[src/rtl/asram_pkg.sv]
package asram_pkg;
    typedef enum logic [1:0] {
        ST_IDLE  = 2'd0,
        ST_READ  = 2'd1,
        ST_WRITE = 2'd2
    } asram_state_e;
endpackage

[src/rtl/asram_timer.sv]
module asram_timer #(
    parameter int CNT_W = 2
) (
    input  logic             clk,
    input  logic             rst_n,
    input  logic             load,
    input  logic [CNT_W-1:0] load_val,
    input  logic             dec,
    output logic             zero
);
    logic [CNT_W-1:0] cnt_d, cnt_q;

    always_comb begin
        cnt_d = cnt_q;
        if (load) begin
            cnt_d = load_val;
        end else if (dec && cnt_q != '0) begin
            cnt_d = cnt_q - 1'b1;
        end
    end

    always_ff @(posedge clk or negedge rst_n) begin
        if (!rst_n) cnt_q <= '0;
        else        cnt_q <= cnt_d;
    end

    assign zero = (cnt_q == '0);

    // a decrement is only requested while the window is still open
    assert_no_dec_at_zero_R2: assert property (@(posedge clk) disable iff (!rst_n)
        (dec && !load) |-> (cnt_q != '0));
endmodule

[src/rtl/asram_lane.sv]
module asram_lane #(
    parameter int W = 8
) (
    input  logic         clk,
    input  logic         rst_n,
    input  logic         load_w,
    input  logic [W-1:0] wdata,
    input  logic         drive_on,
    input  logic         drive_off,
    input  logic         cap,
    input  logic [W-1:0] dq_in,
    output logic [W-1:0] dq_out,
    output logic         dq_oe,
    output logic [W-1:0] rd_out
);
    typedef struct packed {
        logic [W-1:0] wr;
        logic         oe;
        logic [W-1:0] rd;
    } lane_t;

    lane_t ln_d, ln_q;

    always_comb begin
        ln_d = ln_q;
        if (load_w)    ln_d.wr = wdata;
        if (drive_on)  ln_d.oe = 1'b1;
        if (drive_off) ln_d.oe = 1'b0;
        if (cap)       ln_d.rd = dq_in;
    end

    always_ff @(posedge clk or negedge rst_n) begin
        if (!rst_n) ln_q <= '0;
        else        ln_q <= ln_d;
    end

    assign dq_out = ln_q.wr;
    assign dq_oe  = ln_q.oe;
    assign rd_out = ln_q.rd;

    // on and off are never requested together
    assert_drive_excl_R5: assert property (@(posedge clk) disable iff (!rst_n)
        !(drive_on && drive_off));
endmodule

[src/rtl/asram_seq.sv]
module asram_seq
    import asram_pkg::*;
#(
    parameter int ADDR_W = 17,
    parameter int DATA_W = 24,
    parameter int LANE_W = 8,
    parameter int RD_CYC = 3,
    parameter int WP_CYC = 3
) (
    input  logic                       clk,
    input  logic                       rst_n,
    input  logic                       req_i,
    input  logic                       wr_i,
    input  logic [ADDR_W-1:0]          addr_i,
    input  logic [DATA_W-1:0]          wdata_i,
    output logic [DATA_W-1:0]          rdata_o,
    output logic                       done_o,
    output logic [ADDR_W-1:0]          mem_addr_o,
    output logic                       mem_cs_n_o,
    output logic                       mem_we_n_o,
    output logic                       mem_oe_n_o,
    output logic [DATA_W-1:0]          mem_dq_o,
    input  logic [DATA_W-1:0]          mem_dq_i,
    output logic [DATA_W/LANE_W-1:0]   mem_dq_oe_o
);
    localparam int LANES = DATA_W / LANE_W;
    localparam int MAXC  = (RD_CYC > WP_CYC) ? RD_CYC : WP_CYC;
    localparam int CNT_W = (MAXC > 1) ? $clog2(MAXC) : 1;
    localparam logic [CNT_W-1:0] RD_LOAD = CNT_W'(RD_CYC - 1);
    localparam logic [CNT_W-1:0] WP_LOAD = CNT_W'(WP_CYC - 1);

    typedef struct packed {
        asram_state_e       st;
        logic               cs_n;
        logic               we_n;
        logic               oe_n;
        logic               done;
        logic               turn;
        logic [ADDR_W-1:0]  addr;
    } ctl_t;

    localparam ctl_t CTL_RST = '{st: ST_IDLE, cs_n: 1'b1, we_n: 1'b1, oe_n: 1'b1,
                                 done: 1'b0, turn: 1'b0, addr: '0};

    ctl_t ctl_d, ctl_q;

    logic             t_load, t_dec, t_zero;
    logic [CNT_W-1:0] t_val;
    logic             ld_w, drv_on, drv_off, cap;

    always_comb begin
        ctl_d    = ctl_q;
        ctl_d.done = 1'b0;
        t_load   = 1'b0;
        t_val    = '0;
        t_dec    = 1'b0;
        ld_w     = 1'b0;
        drv_on   = 1'b0;
        drv_off  = 1'b0;
        cap      = 1'b0;
        unique case (ctl_q.st)
            ST_IDLE: begin
                ctl_d.turn = 1'b0;
                if (req_i && !(wr_i && ctl_q.turn)) begin
                    ctl_d.cs_n = 1'b0;
                    ctl_d.addr = addr_i;
                    t_load     = 1'b1;
                    if (wr_i) begin
                        ctl_d.st   = ST_WRITE;
                        ctl_d.we_n = 1'b0;
                        ld_w       = 1'b1;
                        drv_on     = 1'b1;
                        t_val      = WP_LOAD;
                    end else begin
                        ctl_d.st   = ST_READ;
                        ctl_d.oe_n = 1'b0;
                        t_val      = RD_LOAD;
                    end
                end
            end
            ST_READ: begin
                if (t_zero) begin
                    ctl_d.st   = ST_IDLE;
                    ctl_d.cs_n = 1'b1;
                    ctl_d.oe_n = 1'b1;
                    ctl_d.done = 1'b1;
                    ctl_d.turn = 1'b1;
                    cap        = 1'b1;
                end else begin
                    t_dec = 1'b1;
                end
            end
            ST_WRITE: begin
                if (t_zero) begin
                    ctl_d.st   = ST_IDLE;
                    ctl_d.cs_n = 1'b1;
                    ctl_d.we_n = 1'b1;
                    ctl_d.done = 1'b1;
                    drv_off    = 1'b1;
                end else begin
                    t_dec = 1'b1;
                end
            end
            default: ctl_d = CTL_RST;
        endcase
    end

    always_ff @(posedge clk or negedge rst_n) begin
        if (!rst_n) ctl_q <= CTL_RST;
        else        ctl_q <= ctl_d;
    end

    asram_timer #(.CNT_W(CNT_W)) u_timer (
        .clk      (clk),
        .rst_n    (rst_n),
        .load     (t_load),
        .load_val (t_val),
        .dec      (t_dec),
        .zero     (t_zero)
    );

    for (genvar g = 0; g < LANES; g++) begin : g_lane
        asram_lane #(.W(LANE_W)) u_lane (
            .clk       (clk),
            .rst_n     (rst_n),
            .load_w    (ld_w),
            .wdata     (wdata_i[g*LANE_W +: LANE_W]),
            .drive_on  (drv_on),
            .drive_off (drv_off),
            .cap       (cap),
            .dq_in     (mem_dq_i[g*LANE_W +: LANE_W]),
            .dq_out    (mem_dq_o[g*LANE_W +: LANE_W]),
            .dq_oe     (mem_dq_oe_o[g]),
            .rd_out    (rdata_o[g*LANE_W +: LANE_W])
        );
    end

    assign done_o     = ctl_q.done;
    assign mem_addr_o = ctl_q.addr;
    assign mem_cs_n_o = ctl_q.cs_n;
    assign mem_we_n_o = ctl_q.we_n;
    assign mem_oe_n_o = ctl_q.oe_n;

    // strobe-length counters used only by the checks below
    logic [CNT_W:0] we_low_q, oe_low_q;
    always_ff @(posedge clk or negedge rst_n) begin
        if (!rst_n) begin
            we_low_q <= '0;
            oe_low_q <= '0;
        end else begin
            we_low_q <= mem_we_n_o ? '0 : we_low_q + 1'b1;
            oe_low_q <= mem_oe_n_o ? '0 : oe_low_q + 1'b1;
        end
    end

    assert_rd_window_R2: assert property (@(posedge clk) disable iff (!rst_n)
        $rose(mem_oe_n_o) |-> (oe_low_q == (CNT_W+1)'(RD_CYC)));
    assert_we_pulse_R4: assert property (@(posedge clk) disable iff (!rst_n)
        $rose(mem_we_n_o) |-> (we_low_q == (CNT_W+1)'(WP_CYC)));
    assert_oe_high_write_R4: assert property (@(posedge clk) disable iff (!rst_n)
        !mem_we_n_o |-> mem_oe_n_o);
    assert_lanes_together_R4: assert property (@(posedge clk) disable iff (!rst_n)
        (mem_dq_oe_o == '0) || (&mem_dq_oe_o));
    assert_drive_needs_we_R5: assert property (@(posedge clk) disable iff (!rst_n)
        (|mem_dq_oe_o) |-> (!mem_we_n_o && !mem_cs_n_o));
    assert_addr_hold_R6: assert property (@(posedge clk) disable iff (!rst_n)
        (!mem_cs_n_o && $past(!mem_cs_n_o)) |-> $stable(mem_addr_o));
    assert_done_single_R7: assert property (@(posedge clk) disable iff (!rst_n)
        done_o |=> !done_o);
    assert_done_idle_R7: assert property (@(posedge clk) disable iff (!rst_n)
        done_o |-> (mem_cs_n_o && mem_we_n_o && mem_oe_n_o));
    assert_turnaround_R8: assert property (@(posedge clk) disable iff (!rst_n)
        $fell(mem_we_n_o) |-> $past(mem_oe_n_o, 2));
endmodule

[config.mk]
export PLATFORM = sky130hd
export DESIGN_NAME = asram_seq
export DESIGN_NICKNAME = d
export VERILOG_FILES = /design/src/rtl/asram_pkg.sv /design/src/rtl/asram_timer.sv /design/src/rtl/asram_lane.sv /design/src/rtl/asram_seq.sv
export SDC_FILE = /design/constraint.sdc
export NUM_CORES = 1
export LEC_CHECK = 0
export ABC_CLOCK_PERIOD_IN_PS = 3600
export CORE_ASPECT_RATIO = 0.75
export CORE_MARGIN = 3
export CORE_UTILIZATION = 35
export DETAILED_ROUTE_END_ITERATION = 12
export PLACE_DENSITY = 0.68
export SLEW_MARGIN = 25
export SYNTH_ARGS = -nofsm -noshare
export SYNTH_HDL_FRONTEND = slang
export SYNTH_SLANG_ARGS = --single-unit
export TNS_END_PERCENT = 30
[constraint.sdc]
create_clock -name clk -period 3.6 [get_ports clk]
set_input_delay 0.54 -clock clk [delete_from_list [all_inputs] [get_ports clk]]
set_output_delay 0.54 -clock clk [all_outputs]
set_load 0.01 [all_outputs]
==> impl_metrics.yaml <==
setup_path:
  r2r-start: "ctl_q[22]$_DFFE_PN0P_"
  cp-start-kind: "flop"
  critPathKind: "flop to flop"
  crit_arrival_ps: 2400
  max_stage_delay_ps: 690
  ff2ff_path_depth: 5
  cp.required_ps: 3860
  end_kind: "flop"
  r2r_slack_ps: 1460
  path_max_fanout: 17
  critical-path-top-delay-family: "compound AO/OA/AOI/OAI gates"
  r2r_end: "mem_addr_o[3]$_DFFE_PN0P_"
  critPathBufInv: 1
  critical-path-slowest-cell: "a211oi_4"
  path_cells: "inv_1 > ha_1 > nand2_1 > a211oi_4 > a22o_2"
global_route:
  grt_overflow: 0
  track_usage_pct: 14.7
  grt_pass1_vias: 2184
  antenna_found_initial: 0
  grt_max_degree: 76
  grt_pass1_wl_um: 11400
sta:
  tightest_slew_ps: 748
  setup_viol: 0
  skew_ps: 7.29
  min_period_over_period_pct: 59.4
  fin_crit_ps: 2140
  max_freq_mhz: 468
  slew_viol_final: 0
  maxSlewHeadroom_pct: 50.0
  rsz0062_at_grt: "false"
  finalHoldViolations: 0
  setup_tns_ps: 0
placement:
  dp_hpwl_um: 5200
  gp_congestion: 0.778
  io_buffers: 140
yosys:
  synth_edf_count: 0
  synth_nets: 289
  yosys.cell_types.count: 33
  ys_warn_count: 0
  async_flop_share_pct: 100
  synth_seq_cells: 75
  synth-seq-area-share_pct: 59.5
  syn_avg_cell_area_um2: 14.8
  synth_flop_cell: "dfrtp_1"
  synthCells: 214
  netlist_area_um2: 3160
pwr:
  switching_share_pct: 29.9
  powerDensity_nw_per_um2: 883
  p_comb_share_pct: 43.0
  p_int_uw: 2970
  pwr-share-clk_pct: 23.0
  power.switching_uw: 1260
  leakagePower_uw: 0.00204
  ir_worst_vdd_uv: 354
  pwr-share-seq_pct: 33.9
clocking:
  cts_tree: "yes"
  clock_latency_ps: 330
  cts_buffers: 9
  postCtsHoldBufs: 0
  cts_setup_buffers: 0
  path_clk_slew_ps: 60
  htree_levels: 3
  cts-root-buf: "clkbuf_16"
  clkSinkCount: 75
  cts_resized: 0
  cts_max_path_buffers: 2
drt:
  antenna_left: 0
  wire_per_inst_um: 16.4
  drtIter0Drc: 87
  drc: 0
  drt_pass1_iterations: 4
  dr_total_vias: 2121
  viasPerCell: 4.71
  wl_um: 7400
finish:
  nets: 412
  final_common_cell: "clkdlybuf4s50_1"
  drive_above_1_share_pct: 23.1
  nFillCells: 732
  antenna_cells: 0
  fin_util_pct: 55.8
  synthToLayoutAreaGrowth_pct: 51.9
  layout_common_cells: "clkdlybuf4s50_1, dfrtp_1, mux2_2"
min_path:
  hp-class: "primary input to asynchronous set/reset pin"
die:
  die_area_um2: 10200
  die_w_um: 116
  io_pins: 141
  core_um2: 8600
  floorplan.initialDensity_pct: 36.7
  num_rows: 29
  die_h_um: 88.3
job:
  cap_violations: 0
outcome:
  status: "finished clean"
==> worst register-to-register path, cell delays in order, from the launching register on <==
cell and delay [ps]:
dfrtp_1 410, inv_1 120, ha_1 380, nand2_1 210
a211oi_4 690, a22o_2 280
==> kinds of logic after synthesis <==
kind of cell / share of synthesized area, %
flops: 59.5
mux: 17.5
compound gates: 9.79
buf+inv: 8.28
simple gates: 2.26
fa+ha+maj: 2.38
xor+xnor: 0.277
==> cell usage after synthesis, types with 3 or more instances <==
cell type / count / area share [%]
dfrtp_1: 72 / 57
buf_6: 3 / 1.1
nand2_1: 3 / 0.36
o21ai_0: 3 / 0.48
ha_1: 6 / 2.4
a22o_1: 10 / 2.8
inv_1: 7 / 0.83
a21oi_1: 4 / 0.63
buf_4: 21 / 5.0
mux2_2: 49 / 17
dfstp_2: 3 / 2.5
a22o_2: 7 / 2.2
buf_2: 3 / 0.48
==> state kept, by name (all words and copies together), names as in the netlist <==
signal and count:
g_lane.u_lane.rd_out 24, mem_addr_o 17, g_lane.u_lane.dq_oe 1, ctl_q 3
mem_oe_n_o 1, mem_cs_n_o 1, mem_we_n_o 1, u_timer.cnt_q 2
g_lane.u_lane.dq_out 24, done_o 1
==> power groups by stage <==
stage	logic [uW]	clock network, uW	registers (uW)
2_1_floorplan	870	0	1570
3_3_place_gp	1810	0	1430
3_5_place_dp	1840	0	1450
4_1_cts	1850	1010	1440
5_1_grt	1970	1040	1490
6_report	1820	976	1440
==> metal layers <==
| layer | global-route usage, % | up-vias | routed length [um] |
|---|---|---|---|
| li1 | - | 985 | - |
| met1 | 19.0 | 1045 | 3210 |
| met2 | 22.3 | 82 | 3410 |
| met3 | 6.84 | 9 | 689 |
| met4 | 4.43 | 0 | 78 |
| met5 | 0 | - | 0 |
==> per-stage QoR <==
stage	total power (uW)	worst slack [ps]	hold WS, ps	area, um2	cells
3_5_place_dp	3290	1260	481	4460	434
3_3_place_gp	3240	1330	472	4460	434
5_1_grt	4500	1220	288	4800	450
6_report	4230	1460	220	4800	450
4_1_cts	4300	1430	395	4790	450
2_1_floorplan	2440	2020	244	3160	214
==> final cells by class <==
cell class                 count  area, um2  share of cell area, %
clock inverter                 5       85.1                   1.77
timing repair buffer         141       1410                   29.4
clock buffer                  11        243                   5.06
tap                          108        135                   2.82
multi-input combinational    103       1020                   21.2
sequential                    75       1880                   39.2
inverter                       7       26.3                  0.548
==> worst max-delay path by stage <==
| stage | to | depth (start not counted) | start | slack, ps |
|---|---|---|---|---|
| floorplan | g_lane[1].u_lane.rd_out[0]$_DFFE_PN0P_ | 5 | ctl_q[22]$_DFFE_PN0P_ | 2020 |
| global placement | mem_we_n_o$_DFFE_PN1P_ | 3 | wr_i | 1330 |
| detailed placement | mem_addr_o[7]$_DFFE_PN0P_ | 4 | req_i | 1260 |
| CTS | mem_addr_o[3]$_DFFE_PN0P_ | 5 | ctl_q[22]$_DFFE_PN0P_ | 1430 |
| global route | mem_addr_o[7]$_DFFE_PN0P_ | 5 | ctl_q[22]$_DFFE_PN0P_ | 1220 |
| finish | mem_addr_o[3]$_DFFE_PN0P_ | 5 | ctl_q[22]$_DFFE_PN0P_ | 1460 |
Power figures use the tool's default switching activity.
